===== src/rtl/srt_pkg.sv =====
package srt_pkg;
  localparam logic [1:0] A_CTRL  = 2'd0;
  localparam logic [1:0] A_COUNT = 2'd1;
  localparam logic [1:0] A_LIMIT = 2'd2;

  // log2 of the prescaler divisor for each clock-select code (0 = stopped)
  function automatic int unsigned div_shift(input logic [2:0] sel);
    case (sel)
      3'd1: div_shift = 2;
      3'd2: div_shift = 4;
      3'd3: div_shift = 6;
      3'd4: div_shift = 8;
      3'd5: div_shift = 10;
      3'd6: div_shift = 11;
      3'd7: div_shift = 12;
      default: div_shift = 0;
    endcase
  endfunction
endpackage


===== src/rtl/srt_prescaler.sv =====
module srt_prescaler #(
  parameter int PRE_W = 12
) (
  input  logic       clk,
  input  logic       rst,
  input  logic [2:0] sel,
  output logic       tick
);
  logic [PRE_W-1:0] pre_q;
  logic [7:0]       hit;

  always_ff @(posedge clk) begin
    if (rst) pre_q <= '0;
    else     pre_q <= pre_q + 1'b1;
  end

  assign hit[0] = 1'b0;
  for (genvar c = 1; c < 8; c++) begin : g_tap
    localparam int SH = srt_pkg::div_shift(3'(c));
    assign hit[c] = &pre_q[SH-1:0];
  end

  assign tick = hit[sel];
endmodule


===== src/rtl/srt_counter.sv =====
module srt_counter #(
  parameter int CNT_W = 8
) (
  input  logic             clk,
  input  logic             rst,
  input  logic             tick,
  input  logic             cnt_we,
  input  logic             lim_we,
  input  logic [CNT_W-1:0] wr_val,
  output logic [CNT_W-1:0] cnt_q,
  output logic [CNT_W-1:0] lim_q,
  output logic             match,
  output logic             req_q
);
  assign match = tick && (cnt_q == lim_q);

  always_ff @(posedge clk) begin
    if (rst) begin
      cnt_q <= '0;
      lim_q <= '0;
      req_q <= 1'b0;
    end else begin
      req_q <= match;
      if (lim_we) lim_q <= wr_val;
      if (cnt_we)     cnt_q <= wr_val;
      else if (match) cnt_q <= '0;
      else if (tick)  cnt_q <= cnt_q + 1'b1;
    end
  end
endmodule


===== src/rtl/srt_ctrl.sv =====
module srt_ctrl (
  input  logic       clk,
  input  logic       rst,
  input  logic       wr_en,
  input  logic       rd_en,
  input  logic [7:0] wd,
  input  logic       match,
  output logic       flag_q,
  output logic       ien_q,
  output logic [2:0] sel_q,
  output logic [2:0] rcnt_q,
  output logic       armed_q
);
  always_ff @(posedge clk) begin
    if (rst) begin
      ien_q   <= 1'b0;
      sel_q   <= '0;
      rcnt_q  <= '0;
      armed_q <= 1'b0;
    end else if (wr_en) begin
      ien_q   <= wd[6];
      sel_q   <= wd[5:3];
      rcnt_q  <= wd[2:0];
      armed_q <= 1'b0;
    end else if (rd_en && flag_q) begin
      armed_q <= 1'b1;
    end
  end

  always_ff @(posedge clk) begin
    if (rst)                             flag_q <= 1'b0;
    else if (match)                      flag_q <= 1'b1;
    else if (wr_en && armed_q && !wd[7]) flag_q <= 1'b0;
  end
endmodule


===== src/rtl/sdram_refresh_timer.sv =====
module sdram_refresh_timer #(
  parameter int          DATA_W = 32,
  parameter int          ADDR_W = 2,
  parameter int          CNT_W  = 8,
  parameter int          PRE_W  = 12,
  parameter logic [15:0] KEY    = 16'hA55A
) (
  input  logic              clk,
  input  logic              rst,
  input  logic [ADDR_W-1:0] bus_addr,
  input  logic              bus_we,
  input  logic [DATA_W-1:0] bus_wdata,
  input  logic              bus_re,
  output logic [DATA_W-1:0] bus_rdata,
  output logic              irq_o,
  output logic              refresh_req_o
);
  import srt_pkg::*;

  logic             key_ok, ctrl_wr, cnt_wr, lim_wr, ctrl_rd;
  logic             tick, match;
  logic             flag, ien, armed;
  logic [2:0]       sel, rcnt;
  logic [CNT_W-1:0] cnt, lim;
  logic [DATA_W-1:0] rd_mux;

  assign key_ok  = bus_we && (bus_wdata[DATA_W-1 -: 16] == KEY);
  assign ctrl_wr = key_ok && (bus_addr == A_CTRL);
  assign cnt_wr  = key_ok && (bus_addr == A_COUNT);
  assign lim_wr  = key_ok && (bus_addr == A_LIMIT);
  assign ctrl_rd = bus_re && (bus_addr == A_CTRL);

  srt_prescaler #(.PRE_W(PRE_W)) u_pre (
    .clk(clk), .rst(rst), .sel(sel), .tick(tick)
  );

  srt_counter #(.CNT_W(CNT_W)) u_cnt (
    .clk(clk), .rst(rst), .tick(tick),
    .cnt_we(cnt_wr), .lim_we(lim_wr), .wr_val(bus_wdata[CNT_W-1:0]),
    .cnt_q(cnt), .lim_q(lim), .match(match), .req_q(refresh_req_o)
  );

  srt_ctrl u_ctrl (
    .clk(clk), .rst(rst), .wr_en(ctrl_wr), .rd_en(ctrl_rd),
    .wd(bus_wdata[7:0]), .match(match),
    .flag_q(flag), .ien_q(ien), .sel_q(sel), .rcnt_q(rcnt), .armed_q(armed)
  );

  always_comb begin
    rd_mux = '0;
    case (bus_addr)
      A_CTRL:  rd_mux[7:0]       = {flag, ien, sel, rcnt};
      A_COUNT: rd_mux[CNT_W-1:0] = cnt;
      A_LIMIT: rd_mux[CNT_W-1:0] = lim;
      default: rd_mux = '0;
    endcase
  end

  always_ff @(posedge clk) begin
    if (rst)         bus_rdata <= '0;
    else if (bus_re) bus_rdata <= rd_mux;
  end

  assign irq_o = flag & ien;
endmodule


===== config.mk =====
export PLATFORM = sky130hd
export DESIGN_NAME = sdram_refresh_timer
export DESIGN_NICKNAME = d
export VERILOG_FILES = /design/src/rtl/srt_pkg.sv /design/src/rtl/srt_prescaler.sv /design/src/rtl/srt_counter.sv /design/src/rtl/srt_ctrl.sv /design/src/rtl/sdram_refresh_timer.sv
export SDC_FILE = /design/constraint.sdc
export NUM_CORES = 1
export LEC_CHECK = 0
export BUFFER_PORTS_ARGS = -buffer_cell sky130_fd_sc_hd__buf_2
export CORE_ASPECT_RATIO = 0.7
export CORE_MARGIN = 10
export CORE_UTILIZATION = 52
export DETAILED_ROUTE_END_ITERATION = 16
export GPL_TIMING_DRIVEN = 0
export PLACE_DENSITY = 0.79
export SLEW_MARGIN = 20
export SYNTH_ARGS = -nofsm -noshare
export SYNTH_HDL_FRONTEND = slang
export SYNTH_HIERARCHICAL = 1
export SYNTH_SLANG_ARGS = --single-unit

===== constraint.sdc =====
create_clock -name clk -period 2.13 [get_ports clk]
set_input_delay 0.1065 -clock clk [delete_from_list [all_inputs] [get_ports clk]]
set_output_delay 0.1065 -clock clk [all_outputs]
set_load 0.03 [all_outputs]

# After elaboration in Yosys (flattened, before gate mapping)
# Cells that the tools add are included.
# Widths: inputs -> output; s select.
[classes]
add_sub_neg = 2
multipliers = 0
div = 0
order_cmp = 1
n_eq_ne = 4
shifts = 0
n_mux = 8
bitwise_logic = 1
n_reduce_logical = 21
[op_table]
columns = ["operator", "n"]
rows = [
  ["$mux 8", 3],
  ["$pmux 8 s3", 1],
  ["$eq 16x16->1 const B", 1],
  ["$add 12x1->12 const B", 1],
  ["$reduce_and 12->1", 1],
  ["$reduce_and 11->1", 1],
  ["$reduce_and 10->1", 1],
  ["$logic_and 1x1->1", 9],
  ["$add 8x1->8 const B", 1],
  ["$eq 8x8->1", 1],
  ["$reduce_and 8->1", 1],
  ["$reduce_and 6->1", 1],
  ["$lt 3x4->1 const B", 1],
  ["$reduce_and 4->1", 1],
  ["$bmux 1 s3", 1],
  ["$mux 1", 3],
  ["$reduce_bool 3->1", 1],
  ["$eq 2x1->1 const B", 1],
  ["$eq 2x2->1 const B", 1],
  ["$logic_not 2->1", 1],
  ["$reduce_and 2->1", 1],
  ["$reduce_bool 2->1", 1],
  ["$reduce_or 2->1", 1],
  ["$and 1x1->1", 1],
  ["$logic_not 1->1", 1],
]
[totals]
reg_bits = 46
latchBits = 0
ramBits = 0
romBits = 0
in_bits = 38
out_inout_bits = 34
word_cells = 47
n_memories = 0

# Depth between registers and ports, before layout
[depth]
word_depth = 7
depth_mapped = 9

# Cells and area by module
# Netlist, hierarchy kept.
[modules_own_cells]
columns = ["module", "instances", "cells_per_inst", "area_each_um2", "seq_area_each_um2"]
rows = [
  ["srt_counter", 1, 107, 1003.5, 340.3],
  ["sdram_refresh_timer", 1, 92, 739.5, 160.2],
  ["srt_prescaler", 1, 65, 554.3, 240.2],
  ["srt_ctrl", 1, 30, 321.6, 180.2],
]

# Least setup slack after synthesis
# No wires, ideal clock.
[synth_path]
kind = "input-to-reg"
from = "input bus_wdata[21]"
to = "register u_cnt.cnt_q[6]"
arrival_time_ns = 1.700
required_time_ns = 1.993
path_slack_ns = 0.293
stages = 7
n_path_buf = 1
path_cell_list = "nor4bb_1 nand4b_1 nor4_1 buf_2 nor3b_1 a21oi_1 o32ai_2"
[synth_between]
elab_chain_len = 4
elab_cells_between_ends = 5
classes_between = "eq/ne: 1; mux: 1; reduce/logical: 3"
[synth_lines]
columns = ["element", "line", "rtl"]
rows = [
  ["from (decl)", "sdram_refresh_timer.sv:12", "input logic [DATA_W-1:0] bus_wdata,"],
  ["$eq 16x16->1 (*)", "sdram_refresh_timer.sv:27", "assign key_ok = bus_we && (bus_wdata[DATA_W-1 -: 16] == KEY);"],
  ["$logic_and 1x1->1 (*)", "sdram_refresh_timer.sv:27", ""],
  ["$logic_and 1x1->1 (*)", "sdram_refresh_timer.sv:29", "assign cnt_wr = key_ok && (bus_addr == A_COUNT);"],
  ["net cnt_wr", "sdram_refresh_timer.sv:20", "logic key_ok, ctrl_wr, cnt_wr, lim_wr, ctrl_rd;"],
  ["$reduce_bool 3->1 (no source line) or $mux 8 (tied branches)", "--", ""],
  ["to (signal assigned)", "srt_counter.sv:25", "if (cnt_we) cnt_q <= wr_val;"],
  ["to (signal assigned)", "srt_counter.sv:27", "else if (tick) cnt_q <= cnt_q + 1'b1;"],
  ["to (decl)", "srt_counter.sv:10", "output logic [CNT_W-1:0] cnt_q,"],
]
# Mark *: on every way through the listed nets, which the timed path passes. The rest lies on a longest branch.
# A chain may end at the register's enable or synchronous reset.

# Final worst setup path
[layout_path]
from = "register u_pre.pre_q[0]"
to = "register u_cnt.cnt_q[7]"
[layout_between]
elab_chain_len = 6
elab_cells_between_ends = 13
classes_between = "mux: 4; reduce/logical: 9"
[layout_lines]
columns = ["element", "line", "rtl"]
rows = [
  ["from (decl)", "srt_prescaler.sv:9", "logic [PRE_W-1:0] pre_q;"],
  ["from (signal assigned)", "srt_prescaler.sv:14", "else pre_q <= pre_q + 1'b1;"],
  ["$reduce_and 12->1, or another cell as far along", "srt_prescaler.sv:20", "assign hit[c] = &pre_q[SH-1:0];"],
  ["$bmux 1 s3 (*)", "srt_prescaler.sv:23", "assign tick = hit[sel];"],
  ["$mux 1 (implied by the code) (*)", "srt_prescaler.sv:23", ""],
  ["net tick", "sdram_refresh_timer.sv:21", "logic tick, match;"],
  ["$logic_and 1x1->1", "srt_counter.sv:15", "assign match = tick && (cnt_q == lim_q);"],
  ["$mux 8", "srt_counter.sv:26", "else if (match) cnt_q <= '0;"],
  ["$mux 8", "srt_counter.sv:25", ""],
]
# Mark *: on every way through the listed nets, which the timed path passes. The rest lies on a longest branch. The select of a mux whose other input is x is not followed.

==> flow_summary.yaml <==
status:
  status: "finished clean"
setup_path:
  crit_chain: "ha_4, nand3_2, nor2_1, a32o_1, buf_6, nand2_2, nor3_4, buf_4, o32ai_2"
  end_kind: "flip-flop"
  crit_required_ns: 2.29
  start_kind: "flip-flop"
  critPathKind: "reg2reg"
  crit_fanout: 10
  cp.arrival_ns: 2.13
  cp_slowest_cell: "dfxtp_1"
  critPathMaxStageDelay_ns: 0.41
clock_tree:
  numCtsBuffers: 5
  clockBufferDepth: 2
  cts_tree: "built"
  clkLatencyLatePin_ns: 0.30
  h-tree-depth: 2
  hold_buffers: 0
  cts.sinks: 46
  cts-root-buf: "clkbuf_8"
  clkTransAtPathRegs_ns: 0.09
cells_and_area:
  area_growth_syn_to_layout_pct: 20.2
  final_core_util_pct: 65.1
  diodes: 0
  fillerInstances: 423
  final_cell_area_um2: 3150
  multi_input_area_um2: 1520
  stdcell_count: 434
  nets: 404
  seq_area_um2: 923
  drive_above_1_share_pct: 28.8
timing:
  finClkSkew_ns: 0.00808
  worst_slew_pin_slew_ns: 0.736
  maxSlewViolCount: 0
  max_freq_ghz: 0.506
  layout_setup_ws_ns: 0.152
  grt_setup_unrepaired: "false"
  setup_violations: 0
  fin_crit_ns: 1.98
  relSlewSlack_pct: 50.5
  hold_viol_final: 0
  finalCritPeriodShare_pct: 92.8
  whs_ns: 0.0797
  setup_tns_ns: 0
synth:
  synth.top_cell.area_share_pct: 35.2
  ys_seq_area_share_pct: 35.2
  synth.area.top_cells: "dfxtp_1 (35%), mux2i_1 (8.8%), buf_4 (7.2%)"
  yosys.area.top_type: "dfxtp_1"
  synth.avg_cell_area_um2: 8.91
  netlist_instances: 294
  yosys_register_bits: 46
  yosys_warnings: 6
  netlist_area_um2: 2620
  ys_async_sr_fraction_pct: 0
  synth.most_common_cell: "dfxtp_1"
  yosysUniqueCellTypes: 53
  synth-edff-count: 0
  synthTopCellsByCount: "dfxtp_1 (46), nor2_1 (33), buf_4 (25)"
  synth_top_flop_cell: "dfxtp_1"
grt:
  grt_max_degree: 15
  grt_pass1_vias: 2217
  track_usage_pct: 15.5
  overflow: 0
  grt_pass1_wl_mm: 10.9
  antenna_found_initial: 0
route:
  dr.first_iter.drc_count: 147
  drc: 0
  num_vias: 2245
  avgRoutedWirePerCell_um: 14.8
  ant_nets: 0
  via_per_inst: 5.17
  drt-pass1-iter-count: 5
  routed_wl_mm: 6.43
placed_design:
  place_area_um2: 2980
  dpl.hpwl_mm: 5.00
  place_congestion: 0.850
  portBuffers: 38
  placed_cells: 424
  post-place-ws_ns: -0.380
power:
  switchingPower_mw: 0.442
  switching_share_pct: 25.3
  p_int_mw: 1.30
  finalPower_mw: 1.75
  ir_drop_mv: 0.355
  p_per_area_nw_per_um2: 555
  p_leak_nw: 1.21
  p_clk_share_pct: 36.9
  seqPwrFrac_pct: 50.5
  p_comb_share_pct: 12.6
floorplan:
  die_y_um: 79.4
  io_pins: 72
  die_w_um: 105
  core_um2: 4830
  die_area_um2: 8320
  floorplan.initialDensity_pct: 54.2
  rows: 21
job:
  maxCapViolCount: 0
min_path:
  hold_class: "in2reg"
[routing by layer]
| metal | vias to the layer above | global-route usage, % | part of all wire (%) |
|---|---|---|---|
| li1 | 1133 | - | - |
| met1 | 1029 | 21.2 | 47 |
| met2 | 78 | 23.3 | 43 |
| met3 | 5 | 4.84 | 9.3 |
| met4 | 0 | 3.69 | 0.56 |
| met5 | - | 0 | 0 |
[power by group through the flow]
stage / logic (mW) / clock network [mW] / registers, mW
2_1_floorplan: 0.143 / 0 / 0.913
3_3_place_gp: 0.210 / 0 / 0.898
3_5_place_dp: 0.213 / 0 / 0.899
4_1_cts: 0.215 / 0.653 / 0.879
5_1_grt: 0.239 / 0.689 / 0.883
6_report: 0.220 / 0.645 / 0.881
[area by class of cell]
type	instances	share of cell area, %
Inverter	4	0.477
Tap cell	69	2.74
Multi-Input combinational cell	227	48.3
Clock inverter	2	1.19
Timing Repair Buffer	40	6.52
Clock buffer	6	2.31
Sequential cell	46	29.3
Buffer	40	9.15
[state kept, by name, indices dropped and copies added (netlist names)]
register / cells
u_pre/pre_q: 12
bus_rdata: 8
u_cnt/cnt_q: 8
u_cnt/lim_q: 8
u_ctrl/rcnt_q: 3
u_ctrl/sel_q: 3
u_cnt/req_q: 1
u_ctrl/armed_q: 1
u_ctrl/flag_q: 1
u_ctrl/ien_q: 1
[kinds of logic after synthesis]
family                   Yosys count  share of synthesized area, %
XOR/XNOR                          15                          6.59
flip-flops                        46                          35.2
multiplexers                      23                          8.79
buffers and inverters             44                          11.3
adder cells (fa/ha/maj)            2                         0.955
other                              1                         0.143
AO/OA/AOI/OAI                     44                          12.0
AND/OR/NAND/NOR                  119                          25.0
[critical path: cells and delay by family (launching register included)]
kind | cells | cell delay (ns)
fa+ha+maj | 1 | 0.20
buf+inv | 2 | 0.34
compound gates | 2 | 0.35
simple gates | 4 | 0.54
flops | 1 | 0.41
[timing repair]
action	in CTS	in global routing
setup buffers	2	0
setup endpoints to repair	9	9
pin swaps	1	0
gates cloned	0	0
resized for setup	3	7
[worst paths after layout]
path,cells past startpoint,slack (ns),startpoint,endpoint
setup / recovery,9,0.15,u_pre/pre_q[0],u_cnt/cnt_q[7]
hold / removal,2,0.08,rst,u_pre/pre_q[1]
setup reg to reg,9,0.15,u_pre/pre_q[0],u_cnt/cnt_q[7]
hold reg to reg,2,0.49,u_pre/pre_q[11],u_pre/pre_q[11]
[layout by cell type (no fill, tap or decap), types with 3 or more instances in the layout]
cell	synthesis	layout
mux2i_1	23	23
xnor2_1	8	8
dfxtp_1	46	44
nor2b_1	3	3
buf_2	7	44
nor3b_1	6	6
inv_1	4	4
nor4bb_1	3	3
clkbuf_1	2	3
or4_1	3	3
buf_4	25	27
nand4_1	3	3
o22ai_1	4	4
nand3_1	10	9
or2_0	7	7
a311oi_1	8	8
a21oi_1	11	11
and3_1	3	3
nor2_1	33	33
xor2_1	3	3
nand2_1	23	22
clkbuf_8	0	5
o21ai_0	6	6
conb_1	1	24
nor4_1	4	3
buf_6	3	4
nor3_1	5	4
xnor2_2	3	3
o31ai_1	3	3
Power figures use the tool's default switching activity.
